## config.mk

```make
export PLATFORM = sky130hd
export DESIGN_NAME = phy_clk_seq
export DESIGN_NICKNAME = d
export VERILOG_FILES = /design/src/rtl/phy_seq_pkg.sv /design/src/rtl/phy_seq_enc.sv /design/src/rtl/phy_seq_tmo.sv /design/src/rtl/phy_clk_seq.sv
export SDC_FILE = /design/constraint.sdc
export NUM_CORES = 1
export LEC_CHECK = 0
export BUFFER_PORTS_ARGS = -buffer_cell sky130_fd_sc_hd__buf_2
export CELL_PAD_IN_SITES_DETAIL_PLACEMENT = 1
export CELL_PAD_IN_SITES_GLOBAL_PLACEMENT = 1
export CORE_MARGIN = 2
export CORE_UTILIZATION = 40
export DETAILED_ROUTE_END_ITERATION = 10
export PLACE_DENSITY_LB_ADDON = 0.1
export SYNTH_ARGS = -nofsm -noshare
export SYNTH_HDL_FRONTEND = slang
export SYNTH_HIERARCHICAL = 1
export SYNTH_SLANG_ARGS = --single-unit
```

## constraint.sdc

```tcl
create_clock -name clk -period 4.4 [get_ports clk]
set_input_delay 0.66 -clock clk [delete_from_list [all_inputs] [get_ports clk]]
set_output_delay 0.66 -clock clk [all_outputs]
set_load 0.01 [all_outputs]
```

## src/rtl/phy_seq_pkg.sv

```systemverilog
`timescale 1ns/1ps
package phy_seq_pkg;
   localparam int REG_W  = 32;
   localparam int ADDR_W = 2;

   localparam logic [ADDR_W-1:0] A_CTL  = 2'd0;
   localparam logic [ADDR_W-1:0] A_TAP  = 2'd1;
   localparam logic [ADDR_W-1:0] A_CLK  = 2'd2;
   localparam logic [ADDR_W-1:0] A_STAT = 2'd3;

   localparam int CTL_EN       = 0;
   localparam int CTL_TRIM_LSB = 4;
   localparam int TRIM_W       = 4;
   localparam int CTL_DRV_LSB  = 8;
   localparam int DRV_W        = 3;

   localparam int TAP_OSEL_LSB = 0;
   localparam int OTAP_W       = 4;
   localparam int TAP_OEN      = 4;
   localparam int TAP_ISEL_LSB = 8;
   localparam int ITAP_W       = 5;
   localparam int TAP_WIN      = 13;
   localparam int TAP_STRB_LSB = 24;
   localparam int STRB_W       = 8;
   localparam int STRB_NARROW  = 4;

   localparam int CLK_BUF_LSB  = 0;
   localparam int BUF_W        = 3;
   localparam int CLK_FREQ_LSB = 4;
   localparam int FREQ3_W      = 3;
   localparam int CLK_LOWRNG   = 4;
   localparam int CLK_MIDRNG   = 5;
   localparam int CLK_TXCHAIN  = 8;
   localparam int CLK_RXCHAIN  = 9;

   localparam int STAT_RDY     = 0;
   localparam int OHM_W        = 7;

   typedef enum logic [3:0] {
      ST_IDLE, ST_LOOP_OFF, ST_OTAP, ST_CHAIN_CLR, ST_FREQ, ST_TRIM,
      ST_LOOP_ON, ST_POLL, ST_CH_LOOP_OFF, ST_CHAIN_SET, ST_WIN_OPEN,
      ST_ITAP, ST_WIN_SHUT, ST_BUF
   } step_e;

   function automatic logic [DRV_W-1:0] drv_code(input logic [OHM_W-1:0] ohm);
      case (ohm)
         7'd33:   drv_code = 3'd1;
         7'd66:   drv_code = 3'd2;
         7'd100:  drv_code = 3'd3;
         7'd40:   drv_code = 3'd4;
         default: drv_code = 3'd0;
      endcase
   endfunction
endpackage

```

## src/rtl/phy_seq_enc.sv

```systemverilog
`timescale 1ns/1ps
module phy_seq_enc
   import phy_seq_pkg::*;
#(
   parameter int N_MODES   = 11,
   parameter int MODE_W    = 4,
   parameter int FREQ_W    = 32,
   parameter int IDX_SDR25 = 4,
   parameter int IDX_HS400 = 10,
   parameter int SLOW_HZ   = 50_000_000,
   parameter int HZ_TOP    = 200_000_000,
   parameter int HZ_MID    = 100_000_000
) (
   input  logic [MODE_W-1:0]         mode,
   input  logic [FREQ_W-1:0]         hz,
   input  logic [N_MODES*OTAP_W-1:0] otap_tbl,
   input  logic                      legacy,
   input  logic                      freq2,
   input  logic                      strb4,
   input  logic [STRB_W-1:0]         strobe,
   input  logic [TRIM_W-1:0]         trim,
   input  logic [OHM_W-1:0]          drv_ohm,
   output logic                      loop_path,
   output logic [REG_W-1:0]          tap_mask,
   output logic [REG_W-1:0]          tap_data,
   output logic [REG_W-1:0]          frq_mask,
   output logic [REG_W-1:0]          frq_data,
   output logic [REG_W-1:0]          trm_mask,
   output logic [REG_W-1:0]          trm_data
);
   logic [OTAP_W-1:0] otap_arr [N_MODES];
   logic [OTAP_W-1:0] osel;
   logic              fast_mode, hs400, at_top, at_mid;

   for (genvar g = 0; g < N_MODES; g++) begin : g_unpack
      assign otap_arr[g] = otap_tbl[g*OTAP_W +: OTAP_W];
   end

   assign fast_mode = mode > MODE_W'(IDX_SDR25);
   assign hs400     = mode == MODE_W'(IDX_HS400);
   assign at_top    = hz == FREQ_W'(HZ_TOP);
   assign at_mid    = hz == FREQ_W'(HZ_MID);
   assign loop_path = fast_mode && (hz >= FREQ_W'(SLOW_HZ));

   always_comb begin
      osel = otap_arr[0];
      if (!legacy)
         for (int i = 1; i < N_MODES; i++)
            if (mode == MODE_W'(i)) osel = otap_arr[i];
   end

   always_comb begin
      tap_mask = '0;
      tap_data = '0;
      tap_mask[TAP_OSEL_LSB +: OTAP_W] = '1;
      tap_mask[TAP_OEN]                = 1'b1;
      tap_data[TAP_OSEL_LSB +: OTAP_W] = osel;
      tap_data[TAP_OEN]                = fast_mode;
      if (hs400) begin
         if (strb4) begin
            tap_mask[TAP_STRB_LSB +: STRB_NARROW] = '1;
            tap_data[TAP_STRB_LSB +: STRB_NARROW] = strobe[STRB_NARROW-1:0];
         end else begin
            tap_mask[TAP_STRB_LSB +: STRB_W] = '1;
            tap_data[TAP_STRB_LSB +: STRB_W] = strobe;
         end
      end
   end

   always_comb begin
      frq_mask = '0;
      frq_data = '0;
      if (freq2) begin
         frq_mask[CLK_LOWRNG] = 1'b1;
         frq_mask[CLK_MIDRNG] = 1'b1;
         if (!at_top) begin
            if (at_mid) frq_data[CLK_MIDRNG] = 1'b1;
            else        frq_data[CLK_LOWRNG] = 1'b1;
         end
      end else begin
         frq_mask[CLK_FREQ_LSB +: FREQ3_W] = '1;
         if (!at_top) frq_data[CLK_FREQ_LSB +: FREQ3_W] = 3'd4;
      end
   end

   always_comb begin
      trm_mask = '0;
      trm_data = '0;
      trm_mask[CTL_TRIM_LSB +: TRIM_W] = '1;
      trm_mask[CTL_DRV_LSB +: DRV_W]   = '1;
      trm_data[CTL_TRIM_LSB +: TRIM_W] = trim;
      trm_data[CTL_DRV_LSB +: DRV_W]   = drv_code(drv_ohm);
   end
endmodule

```

## src/rtl/phy_seq_tmo.sv

```systemverilog
`timescale 1ns/1ps
module phy_seq_tmo #(
   parameter int TMO_CYC = 64
) (
   input  logic clk,
   input  logic rst_n,
   input  logic run,
   output logic expired
);
   localparam int CNT_W = $clog2(TMO_CYC + 1);
   localparam logic [CNT_W-1:0] LAST = CNT_W'(TMO_CYC - 1);

   if (TMO_CYC < 2) begin : g_bad_tmo
      $error("TMO_CYC must be at least 2");
   end

   logic [CNT_W-1:0] cnt;

   always_ff @(posedge clk) begin
      if (!rst_n || !run) cnt <= '0;
      else if (cnt != LAST) cnt <= cnt + 1'b1;
   end

   assign expired = cnt == LAST;
endmodule

```

## src/rtl/phy_clk_seq.sv

```systemverilog
`timescale 1ns/1ps
module phy_clk_seq
   import phy_seq_pkg::*;
#(
   parameter int N_MODES   = 11,
   parameter int MODE_W    = 4,
   parameter int FREQ_W    = 32,
   parameter int IDX_SDR25 = 4,
   parameter int IDX_HS400 = 10,
   parameter int SLOW_HZ   = 50_000_000,
   parameter int HZ_TOP    = 200_000_000,
   parameter int HZ_MID    = 100_000_000,
   parameter int TMO_CYC   = 64
) (
   input  logic                      clk,
   input  logic                      rst_n,
   input  logic                      req,
   input  logic [FREQ_W-1:0]         clk_hz,
   input  logic [MODE_W-1:0]         mode,
   input  logic [N_MODES*4-1:0]      otap_tbl,
   input  logic [4:0]                itap,
   input  logic [3:0]                trim,
   input  logic [6:0]                drv_ohm,
   input  logic [7:0]                strobe,
   input  logic [2:0]                bufsel,
   input  logic                      legacy,
   input  logic                      freq2,
   input  logic                      strb4,
   output logic                      reg_wr,
   output logic                      reg_rd,
   output logic [1:0]                reg_addr,
   output logic [31:0]               reg_wdata,
   output logic [31:0]               reg_wmask,
   input  logic                      reg_ack,
   input  logic [31:0]               reg_rdata,
   output logic                      busy,
   output logic                      done,
   output logic                      lock_err
);
   if (N_MODES > (1 << MODE_W)) begin : g_bad_modes
      $error("N_MODES does not fit in MODE_W");
   end
   if (IDX_HS400 >= N_MODES || IDX_SDR25 >= IDX_HS400) begin : g_bad_idx
      $error("mode index parameters out of order");
   end

   step_e                 step, step_nx;
   logic                  fin, fail, expired, loop_path, rdy;
   logic                  done_q, err_q;
   logic [MODE_W-1:0]     mode_q;
   logic [FREQ_W-1:0]     hz_q;
   logic [N_MODES*4-1:0]  tbl_q;
   logic [ITAP_W-1:0]     itap_q;
   logic [TRIM_W-1:0]     trim_q;
   logic [OHM_W-1:0]      ohm_q;
   logic [STRB_W-1:0]     strobe_q;
   logic [BUF_W-1:0]      buf_q;
   logic                  legacy_q, freq2_q, strb4_q;
   logic [REG_W-1:0]      tap_mask, tap_data, frq_mask, frq_data, trm_mask, trm_data;
   logic                  op_rd;
   logic [ADDR_W-1:0]     op_addr;
   logic [REG_W-1:0]      op_mask, op_data;
   logic                  unused_rdata;

   assign rdy          = reg_rdata[STAT_RDY];
   assign unused_rdata = ^reg_rdata;

   phy_seq_enc #(
      .N_MODES(N_MODES), .MODE_W(MODE_W), .FREQ_W(FREQ_W), .IDX_SDR25(IDX_SDR25),
      .IDX_HS400(IDX_HS400), .SLOW_HZ(SLOW_HZ), .HZ_TOP(HZ_TOP), .HZ_MID(HZ_MID)
   ) u_enc (
      .mode(mode_q), .hz(hz_q), .otap_tbl(tbl_q), .legacy(legacy_q), .freq2(freq2_q),
      .strb4(strb4_q), .strobe(strobe_q), .trim(trim_q), .drv_ohm(ohm_q),
      .loop_path(loop_path), .tap_mask(tap_mask), .tap_data(tap_data),
      .frq_mask(frq_mask), .frq_data(frq_data), .trm_mask(trm_mask), .trm_data(trm_data)
   );

   phy_seq_tmo #(.TMO_CYC(TMO_CYC)) u_tmo (
      .clk(clk), .rst_n(rst_n), .run(step == ST_POLL), .expired(expired)
   );

   // one register access per step
   always_comb begin
      op_rd   = 1'b0;
      op_addr = A_CTL;
      op_mask = '0;
      op_data = '0;
      case (step)
         ST_LOOP_OFF, ST_CH_LOOP_OFF: op_mask[CTL_EN] = 1'b1;
         ST_OTAP: begin op_addr = A_TAP; op_mask = tap_mask; op_data = tap_data; end
         ST_CHAIN_CLR: begin
            op_addr = A_CLK;
            op_mask[CLK_TXCHAIN] = 1'b1;
            op_mask[CLK_RXCHAIN] = 1'b1;
         end
         ST_FREQ: begin op_addr = A_CLK; op_mask = frq_mask; op_data = frq_data; end
         ST_TRIM: begin op_mask = trm_mask; op_data = trm_data; end
         ST_LOOP_ON: begin op_mask[CTL_EN] = 1'b1; op_data[CTL_EN] = 1'b1; end
         ST_POLL: begin op_rd = 1'b1; op_addr = A_STAT; end
         ST_CHAIN_SET: begin
            op_addr = A_CLK;
            op_mask[CLK_TXCHAIN] = 1'b1; op_mask[CLK_RXCHAIN] = 1'b1;
            op_data[CLK_TXCHAIN] = 1'b1; op_data[CLK_RXCHAIN] = 1'b1;
         end
         ST_WIN_OPEN: begin
            op_addr = A_TAP; op_mask[TAP_WIN] = 1'b1; op_data[TAP_WIN] = 1'b1;
         end
         ST_ITAP: begin
            op_addr = A_TAP;
            op_mask[TAP_ISEL_LSB +: ITAP_W] = '1;
            op_data[TAP_ISEL_LSB +: ITAP_W] = itap_q;
         end
         ST_WIN_SHUT: begin op_addr = A_TAP; op_mask[TAP_WIN] = 1'b1; end
         ST_BUF: begin
            op_addr = A_CLK;
            op_mask[CLK_BUF_LSB +: BUF_W] = '1;
            op_data[CLK_BUF_LSB +: BUF_W] = buf_q;
         end
         default: ;
      endcase
   end

   // successor once the current access is acknowledged
   always_comb begin
      step_nx = step;
      fin     = 1'b0;
      fail    = 1'b0;
      case (step)
         ST_LOOP_OFF:    step_nx = ST_OTAP;
         ST_OTAP:        step_nx = loop_path ? ST_CHAIN_CLR : ST_CH_LOOP_OFF;
         ST_CHAIN_CLR:   step_nx = ST_FREQ;
         ST_FREQ:        step_nx = ST_TRIM;
         ST_TRIM:        step_nx = ST_LOOP_ON;
         ST_LOOP_ON:     step_nx = ST_POLL;
         ST_POLL: begin
            if (rdy) step_nx = ST_BUF;
            else if (expired) begin step_nx = ST_IDLE; fin = 1'b1; fail = 1'b1; end
         end
         ST_CH_LOOP_OFF: step_nx = ST_CHAIN_SET;
         ST_CHAIN_SET:   step_nx = ST_WIN_OPEN;
         ST_WIN_OPEN:    step_nx = ST_ITAP;
         ST_ITAP:        step_nx = ST_WIN_SHUT;
         ST_WIN_SHUT:    step_nx = ST_BUF;
         ST_BUF: begin step_nx = ST_IDLE; fin = 1'b1; end
         default:        step_nx = ST_IDLE;
      endcase
   end

   always_ff @(posedge clk) begin
      if (!rst_n) begin
         step     <= ST_IDLE;
         done_q   <= 1'b0;
         err_q    <= 1'b0;
         mode_q   <= '0;
         hz_q     <= '0;
         tbl_q    <= '0;
         itap_q   <= '0;
         trim_q   <= '0;
         ohm_q    <= '0;
         strobe_q <= '0;
         buf_q    <= '0;
         legacy_q <= 1'b0;
         freq2_q  <= 1'b0;
         strb4_q  <= 1'b0;
      end else begin
         done_q <= 1'b0;
         err_q  <= 1'b0;
         if (step == ST_IDLE) begin
            if (req) begin
               step     <= ST_LOOP_OFF;
               mode_q   <= mode;
               hz_q     <= clk_hz;
               tbl_q    <= otap_tbl;
               itap_q   <= itap;
               trim_q   <= trim;
               ohm_q    <= drv_ohm;
               strobe_q <= strobe;
               buf_q    <= bufsel;
               legacy_q <= legacy;
               freq2_q  <= freq2;
               strb4_q  <= strb4;
            end
         end else if (reg_ack) begin
            step   <= step_nx;
            done_q <= fin;
            err_q  <= fail;
         end
      end
   end

   assign busy      = step != ST_IDLE;
   assign reg_wr    = busy && !op_rd;
   assign reg_rd    = busy && op_rd;
   assign reg_addr  = op_addr;
   assign reg_wmask = op_mask;
   assign reg_wdata = op_data & op_mask;
   assign done      = done_q;
   assign lock_err  = err_q;
endmodule

```

==> metrics.txt <==
Slew Limit Headroom=31.2%; Leak=4.39 nW; gr usage total=21.0%; clk sinks=123; synthesis-stage register bit count=123; Syn. warnings=6; Commonest cells post-synth=nand2_1, buf_4, dfxtp_1, a21boi_0, nor2_1; CP Capture Point=reg_wdata[2]; most frequent cell after synthesis=nand2_1; synth top area cells=dfxtp_1, buf_4, nand2_1; design area=10,000 um^2; FILL cells=2,890; # H-tree levels=4; CTS tree=yes; power per cell area=416 nW/um^2; Vias=8,029; Async S/R FF share, synth=0%; Final Slew Violations=0; FP Rows=55; largest net degree at the start of global routing=64; worst path required time=3.74 ns; DP HPWL=18.5 mm; DRT antenna net count=0; Final min period=3.80 ns; Setup crit start kind=register; Post-CTS Setup Inserts=0; placed cell area=9400 um^2; chip width=155 um; share of the synthesized area in the top cell type=27.0%; 1st-iter DRT viols=328; # resized after CTS=0; number of global-route vias before repair=7,998; Clock Latency Late Sink=0.42 ns; largest area contributor in the netlist=dfxtp_1; status=completed; multi-input logic area=5550 um^2; worst r2r src=step[1]; CTS Buffer Depth=2; count of different cell masters after synthesis=70; total power=4.17 mW; die area=24,000 um^2; drt via density=4.97; crit path capture type=output pin; GRT Residual Overflow=0; Hold WC Path Type=register to register; port bufs=165; Area growth syn-to-layout=9.70%; setup TNS=0 ns; CTS Buf Count=17; number of remaining DRC errors=0; Synth Flop Type=dfxtp_1; Avg Cell Area, Syn=7.58 um^2; critical path class=register to output pin; initial antenna violation count=5; Total Routed Length=25.1 mm; Worst-path clk slew=0.06 ns; sequential fraction of the synthesis area=27.0%; share of layout cells above drive strength 1=17.5%; hold_ws=0.432 ns; Worst Skew=0.0108 ns; area occupied by registers=2470 um^2; nets@finish=1,462; Cells after Synth=1,204; reg2reg setup slack=1.69 ns; die height=155 um; CP startpoint=mode_q[1]; wire per inst=15.5 um; Placed Cells=1,581; Worst R2R Path Depth=6; unrepaired setup endpoints after global routing=false; Starting Density=40.6%; Least-Margin Pin Slew=1.03 ns; Max-Cap Viols=0; number of flops mapped to enable cells by yosys=0; RePlAce Congestion=0.792; Ports=217; Root Driver=clkbuf_16; first-pass GRT wire length=40.8 mm; Post-Layout Cell Count=1,617; Hold-fix buffers, CTS=0; Final setup viols=0; fin crit share=86.3%; VDD IR max=0.209 mV; fmax=263 MHz; area of the mapped netlist=9130 um^2; worst reg2reg path endpoint=step[2]; Critical Path AT=3.14 ns; final hold vios=0; 1st-pass router iterations=4; core box area=22,500 um^2; Max Fanout on Critical Path=24
==> layout by cell type (no fill, tap or decap), types with 28 or more instances in the layout <==
cell      netlist  final
a21boi_0      112    112
a21o_1         28     28
a21oi_1        39     39
a22oi_1        37     37
buf_2          30    165
conb_1          2    160
dfxtp_1       123    122
mux2i_1        55     55
nand2_1       253    251
nor2_1         62     62
==> sequential cells by signal, summed over array words and instances, names as in the netlist <==
name,cells
lock_err,1
ohm_q,7
tbl_q,44
mode_q,4
legacy_q,1
trim_q,4
buf_q,3
step,4
itap_q,5
u_tmo/cnt,7
freq2_q,1
strobe_q,8
done,1
hz_q,32
strb4_q,1
==> through the flow <==
stage	setup WS, ns	util, %
finish	0.602	44.5
floorplan	1.91	-
global placement	1.09	41.8
detailed placement	1.08	41.8
CTS	0.614	44.5
global route	0.331	44.5
==> layer usage <==
metal	share of wire [%]	track usage, %	vias up
li1	-	-	4094
met1	47	27.2	3777
met2	48	35.4	137
met3	4.6	4.85	17
met4	0.86	5.25	4
met5	0.092	0	-
==> kinds of logic (layout without fill, tap and decap cells) <==
| logic type | count (synthesis) | after routing | share of synthesized area (%) |
|---|---|---|---|
| other | 2 | 164 | 0.0823 |
| AOI/OAI and AO/OA | 342 | 342 | 27.0 |
| and+or+nand+nor | 411 | 411 | 20.2 |
| adders and majority gates | 1 | 1 | 0.137 |
| buffers and inverters | 265 | 231 | 18.9 |
| muxes | 60 | 60 | 6.65 |
| DFF | 123 | 123 | 27.0 |
==> worst min path at each step <==
stage	start	end	slack, ns	depth (start not counted)
final	u_tmo/cnt[6]	u_tmo/cnt[6]	0.43	2
after global routing	tbl_q[15]	tbl_q[15]	0.48	2
after CTS	u_tmo/cnt[6]	u_tmo/cnt[6]	0.43	2
after detailed placement	u_tmo/cnt[6]	u_tmo/cnt[6]	0.42	2
after global placement	u_tmo/cnt[6]	u_tmo/cnt[6]	0.42	2
after floorplan	u_tmo/cnt[6]	u_tmo/cnt[6]	0.41	2
==> layout make-up <==
cell class | instances | share of cell area (%)
clock inverters | 13 | 1.64
repair buffers | 184 | 9.67
diodes | 4 | 0.100
flip-flops and latches | 123 | 24.6
clock buffers | 19 | 4.42
inverters | 15 | 0.562
multi-input cells | 974 | 55.4
well taps | 285 | 3.56
==> critical path, stage by stage (launching register included) <==
cell and delay, ns:
dfxtp_1 0.96, nand2b_1 0.28, o221ai_1 0.13, a221oi_1 0.33
a211oi_1 0.09, o21ai_1 0.36, a22oi_1 0.18, a21boi_0 0.22
buf_2 0.16
==> power breakdown <==
group | total, mW | switching [mW] | internal, mW | leakage [nW]
Combinational | 1.26 | 0.775 | 0.485 | 3.09
Clock | 1.45 | 0.541 | 0.908 | 0.290
Sequential | 1.46 | 0.191 | 1.27 | 1.01
No activity file was read; power rests on OpenSTA's default activity.
